**src/rtl/i2s_guard_pkg.sv**
```systemverilog
package i2s_guard_pkg;
  typedef enum logic [1:0] {
    STD_PHILIPS = 2'b00,
    STD_MSB     = 2'b01,
    STD_LSB     = 2'b10,
    STD_PCM     = 2'b11
  } std_e;

  typedef enum logic [1:0] {
    TRK_OFF,
    TRK_WAIT,
    TRK_ARMED,
    TRK_LOCK
  } trk_e;
endpackage

```
**src/rtl/i2s_ws_tracker.sv**
```systemverilog
module i2s_ws_tracker
  import i2s_guard_pkg::*;
#(
  parameter int CNT_W     = 6,
  parameter int SHORT_LEN = 16,
  parameter int LONG_LEN  = 32
) (
  input  logic       clk_i,
  input  logic       rst_ni,
  input  logic       en_i,
  input  logic [1:0] std_i,
  input  logic       chlen32_i,
  input  logic       sck_rise_i,
  input  logic       ws_i,
  output logic       locked_o,
  output logic       frame_err_o
);
  localparam logic [CNT_W-1:0] LEN_S   = CNT_W'(SHORT_LEN);
  localparam logic [CNT_W-1:0] LEN_L   = CNT_W'(LONG_LEN);
  localparam logic [CNT_W-1:0] CNT_MAX = {CNT_W{1'b1}};
  localparam logic [CNT_W-1:0] CNT_ONE = CNT_W'(1);

  trk_e             st_q;
  logic [CNT_W-1:0] cnt_q;
  logic             prev_q;
  logic             idle_lvl;
  logic             ws_chg;
  logic [CNT_W-1:0] len_sel;

  assign idle_lvl = (std_e'(std_i) == STD_PHILIPS);
  assign len_sel  = chlen32_i ? LEN_L : LEN_S;
  assign ws_chg   = sck_rise_i && (ws_i != prev_q);

  always_ff @(posedge clk_i or negedge rst_ni) begin
    if (!rst_ni) begin
      st_q   <= TRK_OFF;
      cnt_q  <= '0;
      prev_q <= 1'b0;
    end else if (!en_i) begin
      st_q  <= TRK_OFF;
      cnt_q <= '0;
    end else begin
      unique case (st_q)
        TRK_OFF:   st_q <= TRK_WAIT;
        TRK_WAIT:  if (sck_rise_i && ws_i == idle_lvl) st_q <= TRK_ARMED;
        TRK_ARMED: if (sck_rise_i && ws_i != idle_lvl) begin
          st_q   <= TRK_LOCK;
          cnt_q  <= CNT_ONE;
          prev_q <= ws_i;
        end
        TRK_LOCK: begin
          if (ws_chg) begin
            cnt_q  <= CNT_ONE;
            prev_q <= ws_i;
          end else if (sck_rise_i && cnt_q != CNT_MAX) begin
            cnt_q <= cnt_q + CNT_ONE;
          end
        end
        default: st_q <= TRK_OFF;
      endcase
    end
  end

  assign locked_o    = (st_q == TRK_LOCK);
  // change seen while locked, wrong half-frame length
  assign frame_err_o = en_i && locked_o && ws_chg && (cnt_q != len_sel);
endmodule

```
**src/rtl/i2s_flag_bank.sv**
```systemverilog
module i2s_flag_bank (
  input  logic clk_i,
  input  logic rst_ni,
  input  logic tx_load_i,
  input  logic tx_take_i,
  input  logic rx_push_i,
  input  logic rx_read_i,
  input  logic stat_rd_i,
  input  logic frame_err_i,
  output logic txe_o,
  output logic rxne_o,
  output logic udr_o,
  output logic ovr_o,
  output logic fre_o
);
  logic txe_q, rxne_q, udr_q, ovr_q, fre_q;
  logic udr_arm_q, ovr_arm_q;
  logic udr_set, ovr_set;

  assign udr_set = tx_take_i && txe_q;
  assign ovr_set = rx_push_i && rxne_q;

  always_ff @(posedge clk_i or negedge rst_ni) begin
    if (!rst_ni) begin
      txe_q     <= 1'b1;
      rxne_q    <= 1'b0;
      udr_q     <= 1'b0;
      ovr_q     <= 1'b0;
      fre_q     <= 1'b0;
      udr_arm_q <= 1'b0;
      ovr_arm_q <= 1'b0;
    end else begin
      if (tx_load_i)      txe_q <= 1'b0;
      else if (tx_take_i) txe_q <= 1'b1;

      if (rx_push_i)      rxne_q <= 1'b1;
      else if (rx_read_i) rxne_q <= 1'b0;

      if (udr_set) begin
        udr_q     <= 1'b1;
        udr_arm_q <= 1'b0;
      end else if (udr_arm_q && tx_load_i) begin
        udr_q     <= 1'b0;
        udr_arm_q <= 1'b0;
      end else if (stat_rd_i && udr_q) begin
        udr_arm_q <= 1'b1;
      end

      if (ovr_set) begin
        ovr_q     <= 1'b1;
        ovr_arm_q <= 1'b0;
      end else if (ovr_arm_q && rx_read_i) begin
        ovr_q     <= 1'b0;
        ovr_arm_q <= 1'b0;
      end else if (stat_rd_i && ovr_q) begin
        ovr_arm_q <= 1'b1;
      end

      if (frame_err_i)    fre_q <= 1'b1;
      else if (stat_rd_i) fre_q <= 1'b0;
    end
  end

  assign txe_o  = txe_q;
  assign rxne_o = rxne_q;
  assign udr_o  = udr_q;
  assign ovr_o  = ovr_q;
  assign fre_o  = fre_q;
endmodule

```
**src/rtl/i2s_irq_merge.sv**
```systemverilog
module i2s_irq_merge #(
  parameter int N_SRC = 3
) (
  input  logic             clk_i,
  input  logic             rst_ni,
  input  logic [N_SRC-1:0] src_i,
  input  logic [N_SRC-1:0] ena_i,
  output logic             irq_o
);
  logic irq_q;

  always_ff @(posedge clk_i or negedge rst_ni) begin
    if (!rst_ni) irq_q <= 1'b0;
    else         irq_q <= |(src_i & ena_i);
  end

  assign irq_o = irq_q;
endmodule

```
**src/rtl/i2s_sync_guard.sv**
```systemverilog
module i2s_sync_guard #(
  parameter int CNT_W     = 6,
  parameter int SHORT_LEN = 16,
  parameter int LONG_LEN  = 32
) (
  input  logic       clk_i,
  input  logic       rst_ni,
  input  logic       en_i,
  input  logic [1:0] std_i,
  input  logic       chlen32_i,
  input  logic       sck_rise_i,
  input  logic       ws_i,
  input  logic       tx_load_i,
  input  logic       tx_take_i,
  input  logic       rx_push_i,
  input  logic       rx_read_i,
  input  logic       stat_rd_i,
  input  logic       ie_txe_i,
  input  logic       ie_rxne_i,
  input  logic       ie_err_i,
  output logic       locked_o,
  output logic       txe_o,
  output logic       rxne_o,
  output logic       udr_o,
  output logic       ovr_o,
  output logic       fre_o,
  output logic       irq_o
);
  localparam int N_SRC = 3;

  logic             frame_err;
  logic [N_SRC-1:0] irq_src;
  logic [N_SRC-1:0] irq_ena;

  i2s_ws_tracker #(
    .CNT_W(CNT_W), .SHORT_LEN(SHORT_LEN), .LONG_LEN(LONG_LEN)
  ) u_trk (
    .clk_i, .rst_ni, .en_i, .std_i, .chlen32_i, .sck_rise_i, .ws_i,
    .locked_o, .frame_err_o(frame_err)
  );

  i2s_flag_bank u_flags (
    .clk_i, .rst_ni, .tx_load_i, .tx_take_i, .rx_push_i, .rx_read_i,
    .stat_rd_i, .frame_err_i(frame_err),
    .txe_o, .rxne_o, .udr_o, .ovr_o, .fre_o
  );

  assign irq_src = {udr_o | ovr_o | fre_o, rxne_o, txe_o};
  assign irq_ena = {ie_err_i, ie_rxne_i, ie_txe_i};

  i2s_irq_merge #(.N_SRC(N_SRC)) u_irq (
    .clk_i, .rst_ni, .src_i(irq_src), .ena_i(irq_ena), .irq_o
  );
endmodule

```
**config.mk**
```make
export PLATFORM = sky130hd
export DESIGN_NAME = i2s_sync_guard
export DESIGN_NICKNAME = d
export VERILOG_FILES = /design/src/rtl/i2s_guard_pkg.sv /design/src/rtl/i2s_ws_tracker.sv /design/src/rtl/i2s_flag_bank.sv /design/src/rtl/i2s_irq_merge.sv /design/src/rtl/i2s_sync_guard.sv
export SDC_FILE = /design/constraint.sdc
export NUM_CORES = 1
export LEC_CHECK = 0
export ABC_AREA = 1
export BUFFER_PORTS_ARGS = -buffer_cell sky130_fd_sc_hd__buf_2
export CORE_ASPECT_RATIO = 1.1
export CORE_MARGIN = 2
export CORE_UTILIZATION = 30
export DETAILED_ROUTE_END_ITERATION = 8
export HOLD_SLACK_MARGIN = 0.1
export PLACE_DENSITY = 0.46
export REMOVE_ABC_BUFFERS = 1
export SLEW_MARGIN = 20
export SYNTH_ARGS = -nofsm -noshare
export SYNTH_HDL_FRONTEND = slang
export SYNTH_HIERARCHICAL = 1
export SYNTH_SLANG_ARGS = --single-unit
```
**constraint.sdc**
```tcl
create_clock -name clk_i -period 1.4 [get_ports clk_i]
set_input_delay 0.35 -clock clk_i [delete_from_list [all_inputs] [get_ports clk_i]]
set_output_delay 0.35 -clock clk_i [all_outputs]
set_load 0.01 [all_outputs]
```
======== Yosys cells after proc, flatten, opt, wreduce, memory -nomap -nowiden ========
Index checks and enable logic that the tools add are counted.
storage, ports and cells
  register bits ........................... 17
  bits of input ports ..................... 16
operators by class
  add/subtract/negate cells ............... 1
  equality and inequality tests ........... 15
  mux-type cells .......................... 29
  bitwise logic cells ..................... 3
  reductions and logical operators ........ 27
operators by type and width
  kind                 count
  $mux 6               5
  $mux 1               18
  $logic_and 1x1->1    13
  $pmux 6 s2           1
  $reduce_bool 2->1    6
  $add 6x1->6 const B  1
  $mux 2               3
  $ne 3x2->1 const B   2
  $ne 6x6->1           1
  $ne 6x6->1 const B   1
  $pmux 2 s3           1
  $reduce_and 3->1     2
  $reduce_bool 3->1    2
  $eq 2x2->1 const B   2
  $logic_not 2->1      2
  $ne 4x1->1 const B   1
  $ne 4x4->1 const B   1
  $reduce_and 4->1     1
  $and 3x3->3          1
  $ne 3x1->1 const B   1
  $reduce_or 3->1      1
  $eq 2x1->1 const B   1
  $ne 1x1->1           2
  $ne 2x1->1 const B   1
  other kinds (4)      5

======== Longest topological paths before layout ========
  depth in word-level cells ............... 6
  mapped depth ............................ 8
  mapped depth without buffers ............ 8

======== Modules after synthesis ========
The synthesis kept the hierarchy.
modules (own cells, without submodules)
  module          instances  cells each  area an instance (um2)
  i2s_ws_tracker  1          112         769.5
  i2s_flag_bank   1          27          261.5
  i2s_irq_merge   1          5           41.3
  i2s_sync_guard  1          3           11.3

======== Least setup slack after synthesis ========
OpenSTA, ideal clock, no wires.
  path type ............................... register to register
  start ................................... reg u_trk.st_q[1]
  end ..................................... reg u_trk.cnt_q[3]
  arrival ................................. 1211 ps
  data required time ...................... 1334 ps
  slack ................................... 124 ps
  cell stages (with the launch flop) ...... 8
  period minus slack after synthesis ...... 1276 ps
  cell sequence ........................... dfrtp_1 ha_1 nand2_2 nor2_4 inv_1 nor2_1 nand3_1 nand2_1
on the way
  cells in the longest elaborated chain, start to end .. 3
ends and longest elaborated chain
  item                                                  line                  RTL
  from (decl)                                           i2s_ws_tracker.sv:23  trk_e st_q;
  from (signal assigned)                                i2s_ws_tracker.sv:36  st_q <= TRK_OFF;
  from (signal assigned)                                i2s_ws_tracker.sv:40  st_q <= TRK_OFF;
  from (signal assigned)                                i2s_ws_tracker.sv:44  TRK_OFF: st_q <= TRK_WAIT;
  $eq 2x2->1 *                                          -
  via locked_o                                          i2s_sync_guard.sv:21  output logic locked_o,
  $ne 4x4->1 (no line) (tied with other cells)          -
  $reduce_and 3->1 (no line) or $mux 6 (tied branches)  -
  to (signal assigned)                                  i2s_ws_tracker.sv:56  cnt_q <= cnt_q + CNT_ONE;
  to (decl)                                             i2s_ws_tracker.sv:24  logic [CNT_W-1:0] cnt_q;
The timed path passes the listed nets; every way through them passes the cells marked *.
A chain may end at the register's enable or synchronous reset.

======== Worst setup path after layout ========
  start ................................... reg u_trk.st_q[1]
  end ..................................... out locked_o
on the way
  cells in the longest elaborated chain, start to end .. 1
ends and longest elaborated chain
  item        line                  RTL
  $eq 2x2->1  i2s_ws_tracker.sv:64  assign locked_o = (st_q == TRK_LOCK);
  to (decl)   i2s_sync_guard.sv:21
No other way between the ends.

==> flow_summary_export.csv <==
group,metric,value,unit
floorplan,rows,22,
power_and_ir_drop,p_clk_share,15.6,%
clock_tree,clockBufferDepth,2,
layout,largest_reg_flops,6,
timing,max_freq,722,MHz
floorplan,ioPinCount,23,
drt,drc,0,
critical_path,cpPeakStageDelay,450,ps
critical_path,rr_startpoint,"u_trk/st_q[1]$_DFFE_PN0P_",
critical_path,path_cells,"ha_4, buf_6",
critical_path,worst-setup-path-type,"reg2out",
power_and_ir_drop,power_density,1180,mW/mm^2
yosys,yosysTopAreaCell,"dfrtp_1",
drt,vias,997,
placement,place_area,0.00126,sq mm
clock_tree,cts_buffers,3,
drt,wl,2.43,mm
timing,hold_viol_final,0,
worst_hold_path,whs_path_depth,2,
timing,fin_crit,1390,ps
clock_tree,root_buffer,"clkbuf_4",
critical_path,r2r_end,"u_trk/st_q[0]$_DFFE_PN0P_",
layout,area_growth,29.3,%
timing,worstMarginPinSlew,412,ps
yosys,synth_area_leaders,"dfrtp_1 (37%), nand2_1 (17%), ha_1 (6.9%)",
layout,register_area,428,sq um
yosys,synthDistinctLibCells,22,
clock_tree,cts_sinks,17,
critical_path,r2r_slack,90,ps
floorplan,fp.dieArea,0.00411,sq mm
yosys,netlist_area,0.00108,sq mm
grt,grt_start_max_net_pins,18,
placement,place_congestion,0.760,
power_and_ir_drop,peakVddDrop,0.000546,V
yosys,avgSynthCellArea,7.37,sq um
yosys,seq_area_frac_synth,39.4,%
yosys,yosysWarnings,6,
critical_path,critPathTopFamily,"flip-flops",
drt,firstDrtPassIters,6,
layout,multi_input_area,652,sq um
clock_tree,clk_pin_slew,90,ps
outcome,status,"completed",
grt,grt_pass1_vias,941,
critical_path,rr_worst_depth,8,
timing,finClkSkew,2.07,ps
timing,slew_headroom,72.5,%
drt,wl_per_cell,10.7,um
layout,final_cell_mix,"nand2_1 (47), buf_2 (21), nor2_1 (16)",
grt,antenna_found_initial,0,
power_and_ir_drop,p_int,1.01,mW
timing,fin_tns_setup,0,ps
power_and_ir_drop,switching_share,38.7,%
worst_hold_path,hold_path_end,"u_flags/txe_o$_DFFE_PN1P_",
placement,dpl.hpwl,1.76,mm
placement,port_buffers,22,
power_and_ir_drop,combPwrFrac,43.6,%
power_and_ir_drop,cellLeakagePower,0.706,nW
timing,slew_violations,0,
drt,drtAntennaViolNets,0,
timing,rsz0062_at_grt,"true",
clock_tree,htree_num_levels,1,
layout,num_antenna_cells,0,
floorplan,die_w,61.3,um
floorplan,start_util,32.0,%
layout,nets,202,
critical_path,required,1050,ps
layout,design_area,0.00140,sq mm
clock_tree,worstSkewPairLatency,290,ps
layout,n_fill_cell,354,
critical_path,crit_path_max_fanout,4,
critical_path,slowest_stage,"dfrtp_2",
layout,layout_commonest_cell,"nand2_1",
floorplan,core,0.00339,sq mm
layout,drive_above_1_share,29.1,%
timing,post-route-period-util,99.0,%
worst_hold_path,hold_path.class,"in2reg",
critical_path,crit_arrival,1040,ps
critical_path,end_kind,"primary output",
yosys,netlist_instances,147,
floorplan,die_y,67.0,um
grt,grt-ovfl-total,0,
worst_hold_path,holdCritStartpoint,"tx_load_i",
layout,reg.largest.list,"u_trk/cnt_q x6, u_trk/st_q x2",
timing,finalSetupViolations,0,
critical_path,worstSetupStartpointType,"flip-flop",
yosys,synth_top_area_share,37.0,%
clock_tree,cts_tree,"yes",
grt,grt_pass1_wl,3.91,mm
grt,track_usage,12.8,%
drt,viasPerCell,4.39,
critical_path,crit_buf_inv,1,
drt,first_iter_violations,39,
flow_run,drv_cap,0,
power_and_ir_drop,pwr-share-seq,40.8,%
power_and_ir_drop,p_sw,638,uW
yosys,synth_seq_cells,17,
layout,largest_register,"u_trk/cnt_q",
[through the flow]
| step | cells | setup slack (ps) | hold WS [ps] | total power, mW | utilization (%) |
|---|---|---|---|---|---|
| after floorplan | 146 | 124 | 54.4 | 1.05 | - |
| after global placement | 218 | -8.21 | 312 | 1.22 | 37.3 |
| after detailed placement | 218 | 5.45 | 307 | 1.23 | 37.3 |
| after CTS | 225 | -0.282 | 163 | 1.57 | 39.5 |
| after global routing | 227 | -31.1 | 150 | 1.81 | 41.4 |
| final | 227 | 14.1 | 179 | 1.65 | 41.4 |
[Yosys cell counts]
cell type	count
buf_2	1
nor2_1	18
inv_1	17
ha_1	6
nand3_1	14
xnor2_1	3
o21ai_2	1
dfstp_2	1
o21bai_1	2
o21ai_1	1
nand3_2	1
xor2_1	2
nand3_4	1
nand2_1	49
nand2_2	2
nor2_4	2
dfrtp_1	16
a21oi_1	4
a21oi_2	1
inv_2	1
nand4_1	3
o21ai_0	1
[per-layer routing]
metal,up-vias,share of wire (%),GRT usage [%]
met5,-,0,0
met4,0,0.99,4.89
met3,2,4.5,3.50
met2,20,52,22.3
met1,450,42,14.3
li1,525,-,-
[logic make-up (layout without fill, tap and decap cells)]
group                    count (synthesis)  in the layout  synth area share [%]
XOR/XNOR                                 5              5                  4.04
adder cells (fa/ha/maj)                  6              6                  6.93
flip-flops                              17             17                  39.4
AND/OR/NAND/NOR                         90             91                  37.2
buffers and inverters                   19             50                  6.70
AO/OA/AOI/OAI                           10             10                  5.77
[power groups by stage]
stage / registers, mW / clock network [mW] / logic (mW)
after floorplan: 0.683 / 0 / 0.367
after global placement: 0.677 / 0 / 0.544
after detailed placement: 0.681 / 0 / 0.553
after CTS: 0.668 / 0.279 / 0.621
after global routing: 0.684 / 0.308 / 0.816
final: 0.673 / 0.256 / 0.718
[how the worst max path moves through the flow]
stage                                    from                          to  slack, ps  depth (start not counted)
global route        u_trk/st_q[1]$_DFFE_PN0P_                    locked_o        -30                          2
global placement    u_trk/st_q[1]$_DFFE_PN0P_  u_trk/cnt_q[3]$_DFFE_PN0P_         -8                          7
finish              u_trk/st_q[1]$_DFFE_PN0P_                    locked_o         10                          2
floorplan           u_trk/st_q[1]$_DFFE_PN0P_  u_trk/cnt_q[3]$_DFFE_PN0P_        120                          7
CTS                 u_trk/st_q[1]$_DFFE_PN0P_                    locked_o       -0.3                          2
detailed placement  u_trk/st_q[1]$_DFFE_PN0P_  u_trk/cnt_q[3]$_DFFE_PN0P_          5                          7
[cell type report]
class                           instances  area share (%)
Inverter                               18            4.82
Timing Repair Buffer                   28            12.0
Clock buffer                            4            1.88
Sequential cell                        17            30.5
Tap cell                               48            4.29
Multi-Input combinational cell        112            46.5
[timing repair]
action | in CTS | in global routing
buffers inserted | 2 | 1
pin swaps | 0 | 4
resized for setup | 4 | 13
hold endpoints to repair | 16 | 0
gates cloned | 0 | 1
hold buffers | 1 | 0
setup endpoints to repair | 5 | 9
Note: power is estimated with default switching activity, not from simulation.
